## src/rtl/cyc_capture_timer.sv

```systemverilog
module cyc_capture_timer #(
  parameter int CNT_W = 16
) (
  input  logic             clk,
  input  logic             rst_n,
  input  logic             wr_en,
  input  logic [1:0]       wr_addr,
  input  logic [CNT_W-1:0] wr_data,
  input  logic             cap_in,
  input  logic             ext_clk_in,
  output logic [7:0]       ctrl_o,
  output logic [CNT_W-1:0] count_o,
  output logic [CNT_W-1:0] capture_o,
  output logic [2:0]       flags_o,
  output logic             match_o
);
  localparam int PRE_W = 8;

  logic [7:0]       ctrl_q, ctrl_d;
  logic [CNT_W-1:0] cnt_q, cmp_q, cap_q;
  logic [2:0]       flg_q;
  logic             match_q, armed_q;
  logic [PRE_W-1:0] pre_q, pmask;
  logic [2:0]       csync_q, esync_q;

  wire       run      = ctrl_q[0];
  wire       cyc_mode = ctrl_q[1];
  wire [2:0] csel     = ctrl_q[6:4];

  wire cap_fall = ctrl_q[2] ^ ctrl_q[3];
  wire cap_edge = cap_fall ? (csync_q[2] & ~csync_q[1]) : (csync_q[1] & ~csync_q[2]);
  wire ext_edge = ctrl_q[7] ? (esync_q[2] & ~esync_q[1]) : (esync_q[1] & ~esync_q[2]);

  always_comb begin
    case (csel)
      3'd0:    pmask = 8'h01;
      3'd1:    pmask = 8'h07;
      3'd2:    pmask = 8'h0F;
      3'd3:    pmask = 8'h1F;
      3'd4:    pmask = 8'h3F;
      3'd5:    pmask = 8'h7F;
      default: pmask = 8'hFF;
    endcase
  end

  wire pre_tick = &(pre_q | ~pmask);
  wire tick     = (csel == 3'd7) ? ext_edge : pre_tick;
  wire adv      = run & tick;
  wire hit      = adv & (cnt_q == cmp_q);
  wire wrap     = adv & (&cnt_q);
  wire grab     = run & cap_edge & (~cyc_mode | armed_q);
  wire restart  = run & cyc_mode & cap_edge;

  wire wr_ctrl = wr_en & (wr_addr == 2'd0);
  wire wr_cnt  = wr_en & (wr_addr == 2'd1);
  wire wr_cmp  = wr_en & (wr_addr == 2'd2);
  wire wr_clr  = wr_en & (wr_addr == 2'd3);

  always_comb begin
    ctrl_d = ctrl_q;
    if (wr_ctrl) begin
      ctrl_d[0] = wr_data[0];
      ctrl_d[2] = wr_data[2];
      ctrl_d[3] = wr_data[3];
      ctrl_d[7] = wr_data[7];
      if (!(wr_data[1] && run))
        ctrl_d[1] = wr_data[1];
      if (!run && !cyc_mode)
        ctrl_d[6:4] = wr_data[6:4];
    end
  end

  wire [2:0] clr_mask = wr_clr ? wr_data[2:0] : 3'b000;

  always_ff @(posedge clk or negedge rst_n) begin
    if (!rst_n) begin
      ctrl_q  <= '0;
      cnt_q   <= '0;
      cmp_q   <= '0;
      cap_q   <= '0;
      flg_q   <= '0;
      match_q <= 1'b0;
      armed_q <= 1'b0;
      pre_q   <= '0;
      csync_q <= '0;
      esync_q <= '0;
    end else begin
      pre_q   <= pre_q + PRE_W'(1);
      csync_q <= {csync_q[1:0], cap_in};
      esync_q <= {esync_q[1:0], ext_clk_in};
      ctrl_q  <= ctrl_d;
      if (wr_cmp) cmp_q <= wr_data;
      if (wr_cnt)       cnt_q <= wr_data;
      else if (restart) cnt_q <= '0;
      else if (adv)     cnt_q <= cnt_q + CNT_W'(1);
      if (grab) cap_q <= cnt_q;
      flg_q   <= (flg_q & ~clr_mask) | {wrap, hit, grab};
      match_q <= hit;
      armed_q <= run & cyc_mode & (armed_q | cap_edge);
    end
  end

  assign ctrl_o    = ctrl_q;
  assign count_o   = cnt_q;
  assign capture_o = cap_q;
  assign flags_o   = flg_q;
  assign match_o   = match_q;
endmodule

```

## config.mk

```make
export PLATFORM = sky130hd
export DESIGN_NAME = cyc_capture_timer
export DESIGN_NICKNAME = d
export VERILOG_FILES = /design/src/rtl/cyc_capture_timer.sv
export SDC_FILE = /design/constraint.sdc
export NUM_CORES = 1
export LEC_CHECK = 0
export BUFFER_PORTS_ARGS = -buffer_cell sky130_fd_sc_hd__buf_2
export CAP_MARGIN = 5
export CORE_UTILIZATION = 40
export DETAILED_ROUTE_END_ITERATION = 6
export PLACE_DENSITY_LB_ADDON = 0.2
export RECOVER_POWER = 25
export SLEW_MARGIN = 10
export SYNTH_ARGS = -nofsm -noshare
export SYNTH_HDL_FRONTEND = slang
export SYNTH_SLANG_ARGS = --single-unit
```

## constraint.sdc

```tcl
create_clock -name clk -period 2.3 [get_ports clk]
set_input_delay 0.46 -clock clk [delete_from_list [all_inputs] [get_ports clk]]
set_output_delay 0.46 -clock clk [all_outputs]
set_load 0.01 [all_outputs]
```

; ---- After elaboration in Yosys (flattened, before gate mapping)
; Index checks and enable logic that the tools add are counted.
; Widths: inputs -> output; s select.
[word_totals]
register_bits = 75
input_bits = 23
out_inout_bits = 44
wordCells = 73
[op_classes]
add_sub_neg = 2
n_eq_ne = 10
mux = 8
bitwise_logic = 30
n_reduce_logical = 11
[op_table]
columns = op, count
row1 = $mux 16, 3
row2 = $pmux 8 s6, 1
row3 = $add 16x1->16 const B, 1
row4 = $and 1x1->1, 16
row5 = $eq 16x16->1, 1
row6 = $reduce_and 16->1, 1
row7 = $eq 3x3->1 const B, 3
row8 = $add 8x1->8 const B, 1
row9 = $not 8->8, 1
row10 = $or 8x8->8, 1
row11 = $reduce_and 8->1, 1
row12 = $eq 3x2->1 const B, 2
row13 = $not 1->1, 6
row14 = $eq 2x2->1 const B, 2
row15 = $reduce_and 2->1, 2
row16 = $and 3x3->3, 1
row17 = $eq 3x1->1 const B, 1
row18 = $logic_not 3->1, 1
row19 = $mux 1, 3
row20 = $mux 3, 1
row21 = $not 3->3, 1
row22 = $or 3x3->3, 1
row23 = $reduce_bool 3->1, 1
row24 = $eq 2x1->1 const B, 1
row25 = other kinds (5), 8

; ---- Depth between registers and ports, before layout
[logic_depth]
ltp_word = 10
mapped_depth = 8
ltp_nobuf = 7

; ---- Worst setup path before layout
; Ideal clock, no wire load.
[synth_timing]
path_type = register to register
startpoint = register ctrl_q[5] (netlist: ctrl_o[5])
endpoint = register cnt_q[14] (netlist: count_o[14])
arrival_ps = 1920
t_required_ps = 2173
slack_ps = 254
stages_incl_launch_ff = 7
path_buffers = 0
period_less_slack_ps = 2046
path_cell_list = dfrtp_1 > inv_1 > ha_1 > o31ai_1 > a41oi_2 > o41ai_2 > o2bb2a_1
[synth_via]
elab_chain_cells = 8
elab_cells_between_ends = 14
cone_classes = eq/ne (6) / mux (2) / bitwise (3) / reduce/logical (3)
[synth_rtl]
columns = element, line
row1 = "start, declared", 19  ; logic [7:0] ctrl_q, ctrl_d;
row2 = "start signal, assigned", 91  ; ctrl_q <= ctrl_d;
row3 = "$eq 3x3->1, or another cell as far along", 35  ; case (csel)
row4 = $pmux 8 s6, 35
row5 = $not 8->8, 46  ; wire pre_tick = &(pre_q | ~pmask);
row6 = $or 8x8->8, 46
row7 = $reduce_and 8->1, 46
row8 = $mux 1 (*), 47  ; wire tick = (csel == 3'd7) ? ext_edge : pre_tick;
row9 = $and 1x1->1 (*), 48  ; wire adv = run & tick;
row10 = $reduce_bool 3->1 (no line) (*), n/a
row11 = "end signal, assigned", 93  ; if (wr_cnt) cnt_q <= wr_data;
row12 = "end signal, assigned", 95  ; else if (adv) cnt_q <= cnt_q + CNT_W'(1);
row13 = "end, declared", 20  ; logic [CNT_W-1:0] cnt_q, cmp_q, cap_q;
; Every way passes the cells marked *; elsewhere a longest branch is shown, timed or not.
; A chain may end at the register's enable or synchronous reset.

; ---- Worst setup path in the final report
[layout_timing]
startpoint = register ctrl_q[6] (netlist: ctrl_o[6])
endpoint = register cnt_q[2] (netlist: count_o[2])
; Same word-level chain as after synthesis.

==> results.cfg <==
[cells_and_area]
multiInputGateArea_um2 = 1669
nets = 428
nFillCells = 836
syn_to_final_growth_pct = 18.92
antenna_cells = 0
final_util_pct = 49.57
drive_gt1_share_pct = 35.80
finish.instance_area_um2 = 4365
seq_area_um2 = 1877
fin_cells = 513

[place]
place_ws_ns = 0.1839
port_buffers = 66
placed_area_um2 = 4161
place_congestion = 0.8081
hpwl_um = 6382
place_inst = 497

[die]
dieHeight_um = 97.80
die_area_um2 = 9565
design.portCount = 67
die_x_um = 97.80
std_cell_rows = 34
core_area_um2 = 8806
start_util_pct = 41.69

[power]
ir_worst_vdd_v = 0.0005033
power_density_nw_per_um2 = 899.7
switching_share_pct = 33.98
p_sw_mw = 1.334
power_frac_clock_pct = 27.4
p_seq_share_pct = 45.6
comb_power_share_pct = 27.0
total_leakage_power_nw = 2.146
intPower_mw = 2.593
power_mw = 3.927

[route]
vias = 2817
drc = 8
via_per_inst = 5.491
ant_nets = 0
wl_per_cell_um = 17.19
wirelength_um = 8821
firstDrtPassIters = 7
drt_iter0_drc = 172

[sta]
grt_setup_unrepaired = false
clock-skew-final_ns = 0.007717
min_period_ns = 2.164
hold_ws_ns = 0.2073
drv_slew = 0
hold_viol_final = 0
fmax_mhz = 462.0
max-slew-margin-rel_pct = 24.52
finalCritPeriodShare_pct = 94.11
setup_violations = 0
fin_tns_setup_ns = 0
setup_slack_ns = 0.1355
worst_pin_slew_ns = 1.132

[synthesis]
postSynthCellCount = 323
yosysUniqueCellTypes = 58
synth_common_cells = 75 x dfrtp_1, 42 x nand2_1, 34 x mux2_2, 18 x xor2_1, 13 x o21ai_0
synth_top_area_share_pct = 51.12
yosys_warnings = 0
synth_area_leaders = dfrtp_1 51%, mux2_2 10%, nand2_1 4.3%, xor2_1 4.3%, o21ai_0 1.8%
avgSynthCellArea_um2 = 11.37
synth_most_common_cell = dfrtp_1
synth_nets = 351
synth-async-reset-ratio_pct = 100.0
synth-seq-cells = 75
ys_seq_area_share_pct = 51.12
synth_ff_type = dfrtp_1
synth_area_um2 = 3671
yosysTopAreaCell = dfrtp_1
synth_edf_count = 0

[setup_path]
worst-endpoint-required_ns = 2.53
crit_family = compound AO/OA/AOI/OAI gates
reg2regPathDepth = 7
critPathKind = reg -> reg
crit_start = ctrl_o[6]
slowest_delay_ns = 0.46
arrival_ns = 2.39
crit_cells = 7
slowest_stage = dfrtp_1
reg2reg_from = ctrl_o[6]
worstPathMaxFanout = 13
r2r-end = count_o[2]
endpoint = count_o[2]
path_buf_inv = 2
end_kind = register
r2r_slack_ns = 0.14
start_kind = register
worstPathCellList = inv_1, ha_1, o31ai_1, a41oi_2, buf_4, o21ai_0, o2bb2a_1

[clock_network]
postCtsSetupBuffers = 0
insertion_delay_ns = 0.35
htree_levels = 3
cts_tree = done
cts_sinks = 75
ctsResizeCount = 0
holdBufCountCts = 0
clockRootBuffer = clkbuf_8
cts-buffers-inserted = 9
clockBufferDepth = 2
clk_pin_slew_ns = 0.09

[status]
violations = DRC
status = complete, but fails checks

[grt]
overflow = 0
grt_pass1_vias = 2777
antenna_found_initial = 0
grt_pass1_wl_um = 14660
grt_use_total_pct = 19.82
grt_max_degree = 43

[worst_hold_path]
worstHoldPathType = in -> reg

[job]
cap_violations = 0
how the worst min path moves through the flow:
| stage | start | endpoint | slack, ns | cells after the start |
|---|---|---|---|---|
| finish | cap_in | csync_q[0] | 0.21 | 1 |
| global route | cap_in | csync_q[0] | 0.18 | 1 |
| CTS | rst_n | csync_q[0] | 0.11 | 1 |
| detailed placement | csync_q[0] | csync_q[1] | 0.33 | 0 |
| global placement | csync_q[0] | csync_q[1] | 0.33 | 0 |
| floorplan | rst_n | armed_q | 0.16 | 0 |
flip-flops by register name (all words and copies together), names as in the netlist:
name       flops
capture_o     16
flags_o        3
armed_q        1
match_o        1
esync_q        3
cmp_q         16
ctrl_o         8
csync_q        3
pre_q          8
count_o       16
layout by cell type, fill, tap and decap left out, types with 8 or more instances in the layout:
master,instances
buf_2,65
and3_1,8
nor2_1,9
nand3_1,8
xor2_1,18
nand2_1,42
clkbuf_8,9
a21oi_1,10
buf_4,15
mux2_2,34
o21ai_0,13
dfrtp_1,75
final cells by class:
type                            count  area share (%)
Tap cell                          108           3.095
Sequential cell                    75           42.99
Clock inverter                      7           1.892
Clock buffer                        9           2.837
Multi-Input combinational cell    228           38.23
Timing Repair Buffer               82           10.60
Inverter                            4          0.3439
layer usage:
layer,GRT usage [%],part of all wire [%],vias to the layer above
met5,0,0,-
met4,7.110,2.0,0
met3,3.937,4.8,16
met2,31.04,46,75
met1,27.49,47,1399
li1,-,-,1327
power by group through the flow:
stage / Clock [mW] / Sequential, mW / Combinational (mW)
after floorplan: 0 / 1.87 / 0.542
after global placement: 0 / 1.80 / 1.04
after detailed placement: 0 / 1.82 / 1.06
after CTS: 1.11 / 1.79 / 1.07
after global routing: 1.16 / 1.83 / 1.17
final: 1.08 / 1.79 / 1.06
cells by family after synthesis:
family / share of synthesized area (%)
muxes: 10.70
and+or+nand+nor: 13.91
DFF: 51.12
AOI/OAI and AO/OA: 13.46
adders and majority gates: 1.704
xor gates and xnor gates: 5.692
buffers and inverters: 3.408
Note: power is estimated with default switching activity, not from simulation.
